<file path="config.mk">
export PLATFORM = sky130hd
export DESIGN_NAME = dual_ref_divider
export DESIGN_NICKNAME = d
export VERILOG_FILES = /design/src/rtl/rdiv_pkg.sv /design/src/rtl/rdiv_core.sv /design/src/rtl/rdiv_bpath.sv /design/src/rtl/dual_ref_divider.sv
export SDC_FILE = /design/constraint.sdc
export NUM_CORES = 1
export LEC_CHECK = 0
export BUFFER_PORTS_ARGS = -buffer_cell sky130_fd_sc_hd__buf_2
export CAP_MARGIN = 20
export CORE_AREA = 3 3 77 61
export CTS_CLUSTER_DIAMETER = 80
export DETAILED_ROUTE_END_ITERATION = 8
export DIE_AREA = 0 0 80 64
export PLACE_DENSITY = 0.78
export SLEW_MARGIN = 20
export SYNTH_ARGS = -nofsm -noshare
export SYNTH_HDL_FRONTEND = slang
export SYNTH_SLANG_ARGS = --single-unit
</file>
<file path="constraint.sdc">
create_clock -name clk -period 3.5 [get_ports clk]
set_input_delay 0.7 -clock clk [delete_from_list [all_inputs] [get_ports clk]]
set_output_delay 0.7 -clock clk [all_outputs]
set_load 0.01 [all_outputs]
</file>
<file path="src/rtl/rdiv_pkg.sv">
package rdiv_pkg;

    typedef enum logic [1:0] {
        ST_OFF  = 2'd0,
        ST_HIGH = 2'd1,
        ST_LOW  = 2'd2
    } rdiv_state_e;

    typedef struct packed {
        logic rise;
        logic fall;
    } rdiv_edge_t;

endpackage

</file>
<file path="src/rtl/rdiv_core.sv">
module rdiv_core
    import rdiv_pkg::*;
#(
    parameter int unsigned W    = 12,
    parameter int unsigned RMIN = 8
) (
    input  logic         clk,
    input  logic         rst_n,
    input  logic [W-1:0] ratio_i,
    input  logic         run_req_i,
    output rdiv_edge_t   edge_o,
    output logic         idle_o
);

    localparam logic [W-1:0] ONE_W  = {{(W-1){1'b0}}, 1'b1};
    localparam logic [W-1:0] RMIN_W = W'(RMIN);

    rdiv_state_e  state_q, state_d;
    logic [W-1:0] cnt_q;
    logic [W-1:0] per_q;
    logic [W-1:0] per_clamped;
    logic [W-1:0] half_cnt;
    logic         at_fall;
    logic         at_wrap;

    assign per_clamped = (ratio_i < RMIN_W) ? RMIN_W : ratio_i;
    assign half_cnt    = per_q >> 1;
    assign at_fall     = (cnt_q == half_cnt - ONE_W);
    assign at_wrap     = (cnt_q == per_q - ONE_W);

    // state register
    always_ff @(posedge clk or negedge rst_n) begin
        if (!rst_n) begin
            state_q <= ST_OFF;
        end else begin
            state_q <= state_d;
        end
    end

    // transitions: T_WAKE, T_FALL, T_WRAP, T_SLEEP
    always_comb begin
        state_d = state_q;
        unique case (state_q)
            ST_OFF: begin
                if (run_req_i) state_d = ST_HIGH;
            end
            ST_HIGH: begin
                if (!run_req_i)   state_d = ST_OFF;
                else if (at_fall) state_d = ST_LOW;
            end
            ST_LOW: begin
                if (!run_req_i)   state_d = ST_OFF;
                else if (at_wrap) state_d = ST_HIGH;
            end
            default: state_d = ST_OFF;
        endcase
    end

    // count and period latch
    always_ff @(posedge clk or negedge rst_n) begin
        if (!rst_n) begin
            cnt_q <= '0;
            per_q <= RMIN_W;
        end else if (state_q == ST_OFF || !run_req_i) begin
            cnt_q <= '0;
            per_q <= per_clamped;
        end else if (state_q == ST_LOW && at_wrap) begin
            cnt_q <= '0;
            per_q <= per_clamped;
        end else begin
            cnt_q <= cnt_q + ONE_W;
        end
    end

    // outputs
    always_comb begin
        edge_o.rise = (state_q == ST_HIGH) && (cnt_q == '0);
        edge_o.fall = (state_q == ST_LOW)  && (cnt_q == half_cnt);
        idle_o      = (state_q == ST_OFF);
    end

endmodule

</file>
<file path="src/rtl/rdiv_bpath.sv">
module rdiv_bpath (
    input  logic clk,
    input  logic rst_n,
    input  logic idle_i,
    input  logic fall_i,
    input  logic half_sel_i,
    output logic evt_o
);

    logic skip_q;

    always_ff @(posedge clk or negedge rst_n) begin
        if (!rst_n) begin
            skip_q <= 1'b0;
        end else if (idle_i) begin
            skip_q <= 1'b0;
        end else if (fall_i) begin
            skip_q <= ~skip_q;
        end
    end

    assign evt_o = fall_i && (!half_sel_i || !skip_q);

endmodule

</file>
<file path="src/rtl/dual_ref_divider.sv">
module dual_ref_divider
    import rdiv_pkg::*;
#(
    parameter int unsigned W    = 12,
    parameter int unsigned RMIN = 8
) (
    input  logic         clk,
    input  logic         rst_n,
    input  logic [W-1:0] ratio_i,
    input  logic         half_b_i,
    input  logic         pwr_a_i,
    input  logic         pwr_b_i,
    output logic         strobe_a_o,
    output logic         strobe_b_o
);

    rdiv_edge_t edges;
    logic       idle;
    logic       b_evt;

    rdiv_core #(.W(W), .RMIN(RMIN)) u_core (
        .clk       (clk),
        .rst_n     (rst_n),
        .ratio_i   (ratio_i),
        .run_req_i (pwr_a_i | pwr_b_i),
        .edge_o    (edges),
        .idle_o    (idle)
    );

    rdiv_bpath u_bpath (
        .clk        (clk),
        .rst_n      (rst_n),
        .idle_i     (idle),
        .fall_i     (edges.fall),
        .half_sel_i (half_b_i),
        .evt_o      (b_evt)
    );

    assign strobe_a_o = edges.rise && pwr_a_i;
    assign strobe_b_o = b_evt && pwr_b_i;

endmodule

</file>
==> results.sh <==
export IMPL_ys_types=50
export IMPL_finalWeightedCongestion=0.944
export IMPL_cts_buffers_inserted=3
export IMPL_max_slew_margin_rel=0.451
export IMPL_hold_violations=0
export IMPL_final_setup_viol_count=0
export IMPL_first_global_vias=1701
export IMPL_max_vdd_ir_drop_mv=0.229
export IMPL_period_needed_ns=3.16
export IMPL_grt_ovfl_total=0
export IMPL_ratio_of_routed_vias_to_standard_cells=5.76
export IMPL_post_cts_repair_setup_buffers=0
export IMPL_floorplan_io_pins=19
export IMPL_clk_pin_slew_worst_paths_ns=0.11
export IMPL_floorplan_die_area_sq_mm=0.00512
export IMPL_post_cts_resized_instances=0
export IMPL_timing_rr_start="u_core.per_q[2]$_DFFE_PN0P_"
export IMPL_dr_total_vias=1791
export IMPL_antenna_violations_before_repair=0
export IMPL_synth_seq_cells=27
export IMPL_initial_core_util=0.545
export IMPL_outcome="finished clean"
export IMPL_tns_setup_ns=0
export IMPL_worst_skew_pair_late_latency_ns=0.28
export IMPL_criticalPathCategory="flop to flop"
export IMPL_post_layout_total_power_uw=896
export IMPL_maxCapViolations=0
export IMPL_power_leakage_nw=0.997
export IMPL_antenna_diode_count=0
export IMPL_grt_start_max_net_pins=28
export IMPL_syn_instance_count=248
export IMPL_final_critical_path_setup_slack_ns=0.337
export IMPL_dr_first_iter_drc_count=185
export IMPL_post_synthesis_average_cell_area_sq_um=8.79
export IMPL_fmax_ghz=0.316
export IMPL_drive_gt1_frac=0.180
export IMPL_most_common_layout_cells="sky130_fd_sc_hd__nor2_1, sky130_fd_sc_hd__dfrtp_1, sky130_fd_sc_hd__xnor2_1, sky130_fd_sc_hd__buf_2"
export IMPL_drcViolationCount=0
export IMPL_yosys_warnings=0
export IMPL_final_setup_skew_ns=0.00619
export IMPL_critical_path_startpoint="u_core.per_q[2]$_DFFE_PN0P_"
export IMPL_endpoint_kind="flop"
export IMPL_ys_seq_area_frac=0.310
export IMPL_postRouteAntennaNets=0
export IMPL_wl_um=5210
export IMPL_r2r_cells=9
export IMPL_leading_cell_type_in_the_layout_fill_and_taps_excluded="sky130_fd_sc_hd__nor2_1"
export IMPL_min_period_over_period=0.904
export IMPL_drt_pass1_iterations=4
export IMPL_worst_ep_arrival_time_ns=3.34
export IMPL_area_growth_pct=7.40
export IMPL_grt_total_usage=0.213
export IMPL_hold_wc_path_type="primary input to async pin"
export IMPL_worstSetupStartpointType="flop"
export IMPL_floorplan_die_width_um=80
export IMPL_cts_root_buffer_cell="sky130_fd_sc_hd__clkbuf_8"
export IMPL_report_final_slew_viol_count=0
export IMPL_synth_async_sr_flop_share=1.00
export IMPL_detailedPlacementHpwl_um=3940
export IMPL_tritoncts="built"
export IMPL_floorplan_die_height_um=64
export IMPL_netlist_area_leader_share=0.298
export IMPL_mappedNetlistNets=269
export IMPL_synth_top_cells_by_area="sky130_fd_sc_hd__dfrtp_1, sky130_fd_sc_hd__xnor2_1, sky130_fd_sc_hd__xor2_1"
export IMPL_synth_largest_area_cell="sky130_fd_sc_hd__dfrtp_1"
export IMPL_htree_num_levels=1
export IMPL_critical_path_reg2reg_endpoint="u_core.per_q[5]$_DFFE_PN0P_"
export IMPL_required_ns=3.68
export IMPL_ctsHoldBuffers=0
export IMPL_worst_setup_timing_slack_at_the_placement_stage_ns=0.390
export IMPL_wire_per_inst_um=16.8
export IMPL_ctsLongestPathBuffers=2
export IMPL_worst_pin_slew_ns=0.816
export IMPL_synthesis_area_sq_mm=0.00218
export IMPL_fp_coreArea_sq_mm=0.00400
export IMPL_synth_ff_type="sky130_fd_sc_hd__dfrtp_1"
export IMPL_critPathMaxFanout=24
export IMPL_power_density_mw_per_mm2=382
export IMPL_setup_reg_to_reg_worst_slack_ns=0.34
export IMPL_grt_setup_unrepaired="false"
export IMPL_worst_setup_path_endpoint="u_core.per_q[5]$_DFFE_PN0P_"
export IMPL_rows=20
export IMPL_cts_sink_count=27
export IMPL_port_buffers=18
export IMPL_nets=278
export IMPL_number_of_synthesized_flops_with_an_enable_pin=0
export IMPL_grt_first_pass_wirelength_um=8480
sequential cells by signal (all words and copies together) (netlist names):
| register | flops |
|---|---|
| u_core.cnt_q | 12 |
| u_core.per_q | 12 |
| u_core.state_q | 2 |
| u_bpath.skip_q | 1 |
layout make-up:
cell class	instances	area, sq um
Inverter	13	48.8
Clock buffer	3	41.3
Clock inverter	1	8.76
Fill cell	365	1660
Tap cell	55	68.8
Sequential cell	27	677
Timing Repair Buffer	23	140
Multi-Input combinational cell	189	1360
metal layers:
layer | track usage | share of wire | vias up
li1 | - | - | 881
met1 | 0.324 | 0.51 | 861
met2 | 0.318 | 0.44 | 47
met3 | 0.0408 | 0.050 | 2
met4 | 0.0295 | 0.0033 | 0
met5 | 0 | 0 | -
per-stage QoR:
stage	hold slack (ns)	instances	instance area, sq um	util
global placement	0.465	307	2290	0.573
CTS	0.437	311	2340	0.585
floorplan	0.404	248	2180	-
finish	0.420	311	2340	0.585
global route	0.454	311	2340	0.585
detailed placement	0.486	307	2290	0.573
worst min path at each step:
| stage | cells past startpoint | slack (ns) | to | startpoint |
|---|---|---|---|---|
| final | 1 | 0.42 | u_core.cnt_q[2]$_DFF_PN0_ | rst_n |
| after global routing | 1 | 0.45 | u_core.cnt_q[4]$_DFF_PN0_ | rst_n |
| after CTS | 1 | 0.44 | u_core.cnt_q[2]$_DFF_PN0_ | rst_n |
| after detailed placement | 1 | 0.49 | u_bpath.skip_q$_DFFE_PN0P_ | u_bpath.skip_q$_DFFE_PN0P_ |
| after global placement | 1 | 0.47 | u_bpath.skip_q$_DFFE_PN0P_ | u_bpath.skip_q$_DFFE_PN0P_ |
| after floorplan | 0 | 0.40 | u_bpath.skip_q$_DFFE_PN0P_ | rst_n |
report_power, final:
group          internal (mW)  switching (mW)
logic                  0.146           0.151
registers              0.341          0.0636
clock network         0.0838           0.111
total                  0.570           0.326
Yosys cell counts (all sizes together) (2+ instances only):
| library cell | number |
|---|---|
| nor4 | 4 |
| nor4b | 3 |
| or4 | 5 |
| a31oi | 2 |
| and2 | 2 |
| a21oi | 4 |
| a2bb2oi | 2 |
| o21ai | 4 |
| nand3 | 8 |
| inv | 13 |
| clkbuf | 12 |
| nor3b | 2 |
| ha | 4 |
| or4b | 5 |
| mux2i | 5 |
| nor3 | 5 |
| nor2b | 4 |
| a2111oi | 2 |
| nor2 | 32 |
| nand4 | 4 |
| nand2b | 4 |
| or2 | 2 |
| or3 | 2 |
| o221ai | 2 |
| buf | 7 |
| xor2 | 17 |
| xnor2 | 19 |
| o211ai | 3 |
| a211oi | 3 |
| nand2 | 17 |
| dfrtp | 26 |
| and3 | 2 |
| mux2 | 11 |
cells by family after synthesis:
kind of cell,count (synthesis),share of synthesized area
simple gates,102,0.248
xor+xnor,37,0.155
buf+inv,32,0.0671
compound gates,30,0.110
flops,27,0.310
mux,16,0.0866
fa+ha+maj,4,0.0229
worst max-delay path: stages, from the launching register on:
cell                       delay (ns)
sky130_fd_sc_hd__dfrtp_1         0.48
sky130_fd_sc_hd__inv_1           0.12
sky130_fd_sc_hd__ha_1            0.26
sky130_fd_sc_hd__or4b_1          0.50
sky130_fd_sc_hd__or4_1           0.53
sky130_fd_sc_hd__o211ai_2        0.07
sky130_fd_sc_hd__nor2_1          0.10
sky130_fd_sc_hd__o41ai_4         0.41
sky130_fd_sc_hd__buf_12          0.23
sky130_fd_sc_hd__mux2_2          0.34
Power figures use the tool's default switching activity.
